File: src/rtl/hrf_pkg.sv
package hrf_pkg;
  localparam int unsigned BYTE_W = 8;

  typedef struct packed {
    logic              opens;
    logic              closes;
    logic              good;
    logic [BYTE_W-1:0] data;
  } hrf_entry_t;

  localparam int unsigned ENTRY_W = $bits(hrf_entry_t);

  // indices of latched events
  localparam int unsigned EV_START = 0;
  localparam int unsigned EV_END   = 1;
  localparam int unsigned EV_OVR   = 2;
  localparam int unsigned EV_N     = 3;

  // interrupt source indices
  localparam int unsigned IQ_START = 0;
  localparam int unsigned IQ_END   = 1;
  localparam int unsigned IQ_NE    = 2;
  localparam int unsigned IQ_HALF  = 3;
  localparam int unsigned IQ_N     = 4;
endpackage

File: src/rtl/hrf_store.sv
module hrf_store
  import hrf_pkg::*;
#(
  parameter int unsigned DEPTH = 64,
  parameter int unsigned HALF  = DEPTH / 2
) (
  input  logic       clk,
  input  logic       rst_n,
  input  logic       wr_req,
  input  hrf_entry_t wr_entry,
  input  logic       rd_req,
  output hrf_entry_t head,
  output logic       empty,
  output logic       full,
  output logic       half,
  output logic       wr_acc,
  output logic       wr_drop,
  output logic       rd_acc
);
  localparam int unsigned AW = (DEPTH > 1) ? $clog2(DEPTH) : 1;
  localparam int unsigned CW = $clog2(DEPTH + 1);
  localparam logic [CW-1:0] FULL_CNT = CW'(DEPTH);
  localparam logic [CW-1:0] HALF_CNT = CW'(HALF);
  localparam logic [AW-1:0] LAST_IDX = AW'(DEPTH - 1);

  hrf_entry_t      mem [DEPTH];
  logic [AW-1:0]   wptr, rptr;
  logic [CW-1:0]   count;

  assign empty   = (count == '0);
  assign full    = (count == FULL_CNT);
  assign half    = (count >= HALF_CNT);
  assign wr_acc  = wr_req && !full;
  assign wr_drop = wr_req && full;
  assign rd_acc  = rd_req && !empty;
  assign head    = mem[rptr];

  function automatic logic [AW-1:0] bump(input logic [AW-1:0] p);
    return (p == LAST_IDX) ? '0 : p + AW'(1);
  endfunction

  always_ff @(posedge clk) begin
    if (wr_acc) mem[wptr] <= wr_entry;
  end

  always_ff @(posedge clk) begin
    if (!rst_n) begin
      wptr  <= '0;
      rptr  <= '0;
      count <= '0;
    end else begin
      if (wr_acc) wptr <= bump(wptr);
      if (rd_acc) rptr <= bump(rptr);
      case ({wr_acc, rd_acc})
        2'b10:   count <= count + CW'(1);
        2'b01:   count <= count - CW'(1);
        default: count <= count;
      endcase
    end
  end

  AST_COUNT_BOUND: assert property (@(posedge clk) disable iff (!rst_n)
    count <= FULL_CNT);
  AST_FULL_HOLDS: assert property (@(posedge clk) disable iff (!rst_n)
    (full && !rd_req) |=> full);
  AST_EMPTY_READ_STILL: assert property (@(posedge clk) disable iff (!rst_n)
    (empty && rd_req && !wr_req) |=> empty);
endmodule

File: src/rtl/hrf_events.sv
module hrf_events #(
  parameter int unsigned N = 3
) (
  input  logic         clk,
  input  logic         rst_n,
  input  logic [N-1:0] set,
  input  logic         clr,
  output logic [N-1:0] q
);
  for (genvar i = 0; i < N; i++) begin : g_evt
    always_ff @(posedge clk) begin
      if (!rst_n)      q[i] <= 1'b0;
      else if (set[i]) q[i] <= 1'b1;
      else if (clr)    q[i] <= 1'b0;
    end
  end

  AST_CLEAR_ON_READ: assert property (@(posedge clk) disable iff (!rst_n)
    (clr && set == '0) |=> (q == '0));
  AST_SET_WINS: assert property (@(posedge clk) disable iff (!rst_n)
    (set != '0) |=> ((q & $past(set)) == $past(set)));
endmodule

File: src/rtl/hrf_irq.sv
module hrf_irq #(
  parameter int unsigned N = 4
) (
  input  logic [N-1:0] src,
  input  logic [N-1:0] en,
  output logic         irq
);
  logic [N-1:0] gated;
  for (genvar i = 0; i < N; i++) begin : g_gate
    assign gated[i] = src[i] & en[i];
  end
  assign irq = |gated;
endmodule

File: src/rtl/hdlc_rx_pkt_fifo.sv
module hdlc_rx_pkt_fifo
  import hrf_pkg::*;
#(
  parameter int unsigned DEPTH = 64
) (
  input  logic       clk,
  input  logic       rst_n,
  input  logic       in_valid,
  output logic       in_ready,
  input  logic [7:0] in_data,
  input  logic       in_sop,
  input  logic       in_eop,
  input  logic       in_ok,
  input  logic       stat_rd,
  output logic [7:0] stat_word,
  input  logic       rd_en,
  output logic [7:0] rd_data,
  input  logic [3:0] irq_en,
  output logic       irq
);
  localparam int unsigned HALF = DEPTH / 2;

  hrf_entry_t wr_entry, head;
  logic empty, full, half, wr_acc, wr_drop, rd_acc;
  logic [EV_N-1:0] ev_set, ev_q;
  logic [IQ_N-1:0] iq_src;
  logic [2:0]      head_tags;

  assign wr_entry = '{opens: in_sop, closes: in_eop, good: in_ok, data: in_data};

  hrf_store #(.DEPTH(DEPTH), .HALF(HALF)) u_store (
    .clk(clk), .rst_n(rst_n),
    .wr_req(in_valid), .wr_entry(wr_entry),
    .rd_req(rd_en), .head(head),
    .empty(empty), .full(full), .half(half),
    .wr_acc(wr_acc), .wr_drop(wr_drop), .rd_acc(rd_acc)
  );

  always_comb begin
    ev_set = '0;
    ev_set[EV_START] = wr_acc && in_sop;
    ev_set[EV_END]   = wr_acc && in_eop;
    ev_set[EV_OVR]   = wr_drop;
  end

  hrf_events #(.N(EV_N)) u_events (
    .clk(clk), .rst_n(rst_n), .set(ev_set), .clr(stat_rd), .q(ev_q)
  );

  always_comb begin
    iq_src = '0;
    iq_src[IQ_START] = ev_q[EV_START];
    iq_src[IQ_END]   = ev_q[EV_END];
    iq_src[IQ_NE]    = !empty;
    iq_src[IQ_HALF]  = half;
  end

  hrf_irq #(.N(IQ_N)) u_irq (.src(iq_src), .en(irq_en), .irq(irq));

  assign in_ready  = !full;
  assign head_tags = empty ? 3'b000 : {head.good, head.closes, head.opens};
  assign stat_word = {ev_q[EV_END], ev_q[EV_START], ev_q[EV_OVR], half,
                      head_tags, empty};

  always_ff @(posedge clk) begin
    if (!rst_n)      rd_data <= '0;
    else if (rd_en)  rd_data <= rd_acc ? head.data : 8'h00;
  end

  AST_EMPTY_POP_ZERO: assert property (@(posedge clk) disable iff (!rst_n)
    (rd_en && stat_word[0]) |=> (rd_data == 8'h00));
  AST_DROP_FLAGS_OVERRUN: assert property (@(posedge clk) disable iff (!rst_n)
    (in_valid && !in_ready) |=> stat_word[5]);
  AST_START_LATCH: assert property (@(posedge clk) disable iff (!rst_n)
    (in_valid && in_ready && in_sop) |=> stat_word[6]);
  AST_END_LATCH: assert property (@(posedge clk) disable iff (!rst_n)
    (in_valid && in_ready && in_eop) |=> stat_word[7]);
  AST_IRQ_NOT_EMPTY: assert property (@(posedge clk) disable iff (!rst_n)
    (!stat_word[0] && irq_en[2]) |-> irq);
  AST_IRQ_QUIET: assert property (@(posedge clk) disable iff (!rst_n)
    (irq_en == 4'b0000) |-> !irq);
endmodule

File: config.mk
export PLATFORM = sky130hd
export DESIGN_NAME = hdlc_rx_pkt_fifo
export DESIGN_NICKNAME = d
export VERILOG_FILES = /design/src/rtl/hrf_pkg.sv /design/src/rtl/hrf_store.sv /design/src/rtl/hrf_events.sv /design/src/rtl/hrf_irq.sv /design/src/rtl/hdlc_rx_pkt_fifo.sv
export SDC_FILE = /design/constraint.sdc
export NUM_CORES = 1
export LEC_CHECK = 0
export BUFFER_PORTS_ARGS = -buffer_cell sky130_fd_sc_hd__buf_2
export CORE_MARGIN = 4
export CORE_UTILIZATION = 66
export CTS_CLUSTER_DIAMETER = 40
export CTS_CLUSTER_SIZE = 12
export DETAILED_ROUTE_END_ITERATION = 7
export HOLD_SLACK_MARGIN = 0.03
export PLACE_DENSITY_LB_ADDON = 0.3
export SETUP_SLACK_MARGIN = 0.3
export SYNTH_ARGS = -nofsm -noshare
export SYNTH_HDL_FRONTEND = slang
export SYNTH_SLANG_ARGS = --single-unit
File: constraint.sdc
create_clock -name clk -period 8.43 [get_ports clk]
set_clock_uncertainty 0.15 [all_clocks]
set_input_delay 0.4215 -clock clk [delete_from_list [all_inputs] [get_ports clk]]
set_output_delay 0.4215 -clock clk [all_outputs]
set_load 0.02 [all_outputs]
======== After elaboration in Yosys (flattened, before gate mapping) ========
Memories as Yosys holds them, arrays and structs flattened. A register that Yosys moved wholly into a read port is not among the register bits.
Cells that the tools add are included.
W data, S select, Z words.
cells by class
  add/subtract/negate cells ............... 4
  multiply operators ...................... 0
  divide/modulo/power cells ............... 0
  order comparisons ....................... 1
  equality and inequality tests ........... 5
  shift-type cells ........................ 0
  mux-type cells .......................... 13
  bitwise logic cells ..................... 4
  reduce and logical (&&, ||, !) cells .... 13
operators by type and width
  kind                   number
  $mux W6                4
  $pmux W7 S2            1
  $add A6 B1 Y6 const B  2
  $eq A6 B6 Y1 const B   2
  $mux W8                1
  $reduce_bool A2 Y1     4
  $add A7 B1 Y7 const B  1
  $eq A7 B7 Y1 const B   1
  $ge A7 B6 Y1 const B   1
  $logic_not A7 Y1       1
  $sub A7 B1 Y7 const B  1
  $mux W1                6
  $logic_and A1 B1 Y1    5
  $and A1 B1 Y1          4
  $reduce_or A4 Y1       1
  $mux W3                1
  $eq A2 B1 Y1 const B   1
  $eq A2 B2 Y1 const B   1
  $logic_not A1 Y1       2
storage, ports and cells
  bits in registers ....................... 30
  latch bits .............................. 0
  bits in writable memories ............... 704
  bits in read-only memories .............. 0
  input bits .............................. 20
  output and inout bits ................... 18
  word-level logic and storage cells ...... 48
  memories kept ........................... 1
memories
  memory       depth  width  rd ports  clocked after Yosys merged registers in  wr ports  line             text
  u_store.mem  64     11     1         1                                        1         hrf_store.sv:26  hrf_entry_t mem [DEPTH];

======== Depth between registers and ports, before layout ========
  depth after elaboration ................. 5
  depth in mapped cells ................... 14
  mapped depth without buffers ............ 10

======== By module ========
Synthesis repeated with hierarchy kept, for this count alone.
second synthesis, totals
  cell total of the unflattened synthesis .. 1420
  area total of the unflattened synthesis .. 28848.9 um2
by module, submodules not included
  module            times used  cells each  area each (um2)  seq. area each (um2)
  hrf_store         1           1364        28340.9          21640.8
  hdlc_rx_pkt_fifo  1           44          387.9            160.2
  hrf_events        1           9           101.3            60.1
  hrf_irq           1           3           18.8             0.0

======== Least setup slack after synthesis ========
Ideal clock, no wire load.
  kind .................................... reg-to-reg
  start ................................... register u_store.count[3]
  end ..................................... register u_store.count[6]
  setup time .............................. 128 ps
  arrival ................................. 3431 ps
  required time ........................... 8152 ps
  slack ................................... 4721 ps
  cell stages (with the launch flop) ...... 15
  clock period less this slack ............ 3709 ps
  path through ............................ dfxtp_1 -> buf_6 -> nor4_1 -> a31oi_1 -> clkbuf_1 -> inv_1 -> ha_1 -> clkbuf_1 -> buf_1 -> xor2_1 -> ha_1 -> or2_2 -> a311o_1 -> o221ai_1 -> nand4b_1
on the way
  cells in the longest elaborated chain, start to end .. 5
  elaborated cells on any way between the ends .. 12
  classes of those cells .................. add/sub (2); eq/ne (3); mux (1); reduce/logical (6)
ends and longest elaborated chain
  item                                                                   line             text
  start, declared                                                        hrf_store.sv:28  logic [CW-1:0] count;
  start signal, assigned                                                 hrf_store.sv:55  2'b10: count <= count + CW'(1);
  start signal, assigned                                                 hrf_store.sv:56  2'b01: count <= count - CW'(1);
  start signal, assigned                                                 hrf_store.sv:57  default: count <= count;
  parallel branches: the longest is 5 deep, another holds $sub A7 B1 Y7  --
Parallel ways; which one is timed is not known.
A chain may end at the register's enable or synchronous reset.

==> PnR_summary.wiki <==
{| class="wikitable"
! Metric !! Value
|-
| Final clock period utilization by the worst path || 0.581
|-
| Initial standard-cell utilization of the core || 0.668
|-
| Max_slew headroom || 0.0842
|-
| Capture instance of the worst register-to-register path || u_store.count[6]
|-
| Yosys top cell by area || edfxtp_1
|-
| Post-CTS Hold Fix Bufs || 3
|-
| Total CTS buffers || 87
|-
| Gr ovfl total || 0
|-
| Endpoint type of the worst setup path || output port
|-
| Post-synthesis sequential area ratio || 0.758
|-
| Clock tree from TritonCTS || yes
|-
| Number of nets still failing antenna checks after routing || 0
|-
| MaxCap Viol Count || 0
|-
| Cell Count Post-Placement || 1,966
|-
| Final Net Count || 1,498
|-
| Per-cell via count in the routed design || around 7
|-
| Detail-routed net length per standard cell || 31.4 um
|-
| Mapped cell area || 28,800 um2
|-
| First-pass GRT wire length || 99.4 mm
|-
| Largest fanout on the critical path || 41
|-
| Die boundary width || roughly 220 um
|-
| Post-Route Setup TNS || 0 ns
|-
| Number of synthesized flops with an enable pin || 704
|-
| Floorplan die height || between 200 and 250 um
|-
| Slew at the pin closest to its max-slew limit || 1.37 ns
|-
| Number of synthesis warnings || 0
|-
| Number of hold violations in the final report || 0
|-
| Max Buffers Root-to-Sink || 3
|-
| Leakage Power || 10.1 nW
|-
| Pin count of the biggest net entering global routing || 87
|-
| Largest incremental delay on the critical path || 0.86 ns
|-
| Kind of start point of the critical path || flop
|-
| Post-cts gate resize count || 0
|-
| Category of the critical setup timing path || flop to output port
|-
| DRC violations left || 0
|-
| Total setup buffers inserted after CTS || 0
|-
| Maximum frequency from static timing analysis || 204 MHz
|-
| Top cells by area in the synthesized netlist || edfxtp_1 73%, mux4_2 14%, dfxtp_1 2.5%, mux2i_1 2.2%, nor2_1 1.4%
|-
| Average cell area after synthesis || approximately 21 um2
|-
| Placeable core region || 43,200 um2
|-
| Max VDD drop || 238 uV
|-
| CTS H-Tree Depth || 3
|-
| Number of violations reported at the end of detailed-routing iteration 0 || 2,147
|-
| Count of cell types in the netlist || 54
|-
| Source-to-sink clock delay at the later pin of the worst-skew pair || 0.62 ns
|-
| Fraction of registers with async set/reset || 0
|-
| Clock transition time at the flip-flop clock pins of the worst setup and hold paths || 0.06 ns
|-
| Via count of the first global-routing pass || ~15k
|-
| Clk Tree Root Cell || clkbuf_16
|-
| Post-synthesis sequential element count || 740
|-
| Antenna violations before repair || 1
|-
| Final estimated routing congestion in global placement || ~0.86
|-
| CTS sink cnt || 740
|-
| Layout Cells excl Fill || ~2.1k
|-
| Cell seen most often among critical-path stages || mux4_2
|-
| Share of Yosys cell area claimed by the top area cell type || 0.733
|-
| Number of standard-cell rows in the floorplan || 76
|-
| Final wirelength || 66.5 mm
|-
| Die area || 47,100 um2
|-
| Share of layout cells above drive strength 1 || 0.268
|-
| N_diodes || 0
|-
| Number of filler cells placed in the layout || 2,317
|-
| Cells along the critical path || buf_4 > mux4_2 > mux4_2 > mux2i_1 > o21ai_0 > buf_2
|-
| Slew Limit Fails || 0
|-
| Worst hold margin || 0.111 ns
|-
| Post-route cell area || 32,600 um2
|-
| Kind of path behind the tightest hold check || input pin to flop
|-
| Worst endpoint data arrival time || 4.32 ns
|-
| Via count || approximately 15k
|-
| Flop2flop setup slack || ~4.4 ns
|-
| Status || finished, final reports clean
|-
| Count of cells along the worst register-to-register path || 10
|-
| Relative area change from synthesis to final layout || 12.9%
|-
| Commonest register cell after synthesis || edfxtp_1
|-
| Net count of the mapped netlist || 1,409
|-
| Count of TritonRoute iterations in the first routing pass || 5
|-
| Clock period minus final worst setup slack || between 4 and 5 ns
|-
| IO buf count || 37
|-
| Tot GR Track Use || 0.292
|-
| Number of primary I/O pins || 38
|-
| Worst reg2reg path startpoint || u_store.count[2]
|-
| Half-perimeter wire length after detailed placement || 35.4 mm
|-
| Power density of the placed cells || 295 nW/um2
|-
| Setup Slack @ Placement || 4.15 ns
|-
| Least setup slack across all paths after layout || ~3.5 ns
|-
| Gate Count Post-Synth || 1,385
|-
| Data required, critical path || 7.86 ns
|-
| Setup violations, final || 0
|-
| Library cell contributing the largest single delay on the critical path || dfxtp_4
|-
| RSZ-0062 raised after global routing || no
|-
| Termination of the worst setup path || stat_word[2]
|-
| Cell area after placement || 29,700 um2
|}
==> state kept, by name, summed over array words and instances (netlist names), named ones only <==
name           count
u_store.mem      704
rd_data            8
u_store.wptr       6
u_store.rptr       6
u_store.count      7
u_events.q         3
==> cell usage in the layout (no fill, tap or decap), types with 17 or more instances in the layout <==
cell type,n
buf_2,37
nand3_1,17
nand2_1,25
mux4_2,185
a22oi_1,28
nor2_1,104
dfxtp_1,32
clkbuf_16,90
mux2i_1,63
buf_4,39
edfxtp_1,704
==> report_power, final <==
part           internal [mW]  leakage [nW]  switching (mW)
combinational          0.810          2.12           0.843
clock                   2.22          1.37            1.46
sequential              4.11          6.63           0.163
==> worst min path at each step <==
stage / startpoint / to / depth (start not counted)
3_5_place_dp: u_events.q[2] / u_events.q[2] / 2
4_1_cts: rst_n / u_store.count[3] / 3
3_3_place_gp: u_events.q[2] / u_events.q[2] / 2
5_1_grt: rst_n / u_store.count[3] / 3
2_1_floorplan: u_store.rptr[1] / flop / 2
6_report: rst_n / u_store.count[3] / 3
==> stage by stage <==
stage | total power, mW | utilization
floorplan | 5.56 | -
global route | 9.95 | 0.754
CTS | 9.64 | 0.754
detailed placement | 5.98 | 0.688
global placement | 5.94 | 0.688
finish | 9.60 | 0.754
==> synthesized netlist by cell type (2+ instances only) <==
cell and n:
a21o_1 3, o221ai_1 2, or3_1 2, xor2_1 10, a31oi_1 3, a21oi_1 7, o211ai_1 2, nor3_1 6
a211oi_1 3, nand2b_1 6, nor2b_1 11, or3b_2 4, buf_4 3, buf_2 29, mux2i_1 63, a32oi_1 9
buf_6 2, o21ai_0 6, mux4_2 185, nand2_1 25, nand4b_1 3, and2_1 3, ha_1 4, dfxtp_1 36
buf_1 17, edfxtp_1 704, nor4_1 2, or4b_2 2, nand3_1 17, inv_1 3, nand3b_1 5, a22o_1 2
nor2_1 104, and3_1 6, or2_2 2, o22ai_1 15, clkbuf_1 29, xnor2_1 3, nand4_1 5, a22oi_1 28
==> cells by family after synthesis <==
| group | count (synthesis) | share of synthesized area |
|---|---|---|
| AND/OR/NAND/NOR | 206 | 0.0339 |
| buffers and inverters | 85 | 0.0132 |
| XOR/XNOR | 13 | 0.00395 |
| adder cells (fa/ha/maj) | 4 | 0.00174 |
| multiplexers | 248 | 0.166 |
| flip-flops | 740 | 0.758 |
| AO/OA/AOI/OAI | 89 | 0.0228 |
==> routing by layer <==
| metal | vias to the layer above | global-route usage | share of wire |
|---|---|---|---|
| met4 | 2 | 0.0996 | 0.035 |
| met1 | 7609 | 0.414 | 0.37 |
| li1 | 5926 | - | - |
| met5 | - | 0 | 0.00020 |
| met3 | 163 | 0.0679 | 0.10 |
| met2 | 967 | 0.462 | 0.50 |
==> worst max-delay path: cells and delay by family, from the launching register on <==
| family | cells | cell delay, ns |
|---|---|---|
| mux | 3 | 1.61 |
| compound gates | 1 | 0.17 |
| flops | 1 | 0.86 |
| buf+inv | 2 | 0.96 |
==> layout make-up <==
cell class              count  area [um2]  area share
well taps                 585         732      0.0225
multi-input cells         560        6600       0.203
flip-flops and latches    740       21900       0.671
clock buffers             107        2340      0.0717
repair buffers             80         528      0.0162
clock inverters            44         489      0.0150
inverters                   5        18.8    0.000576
Power figures use the tool's default switching activity.
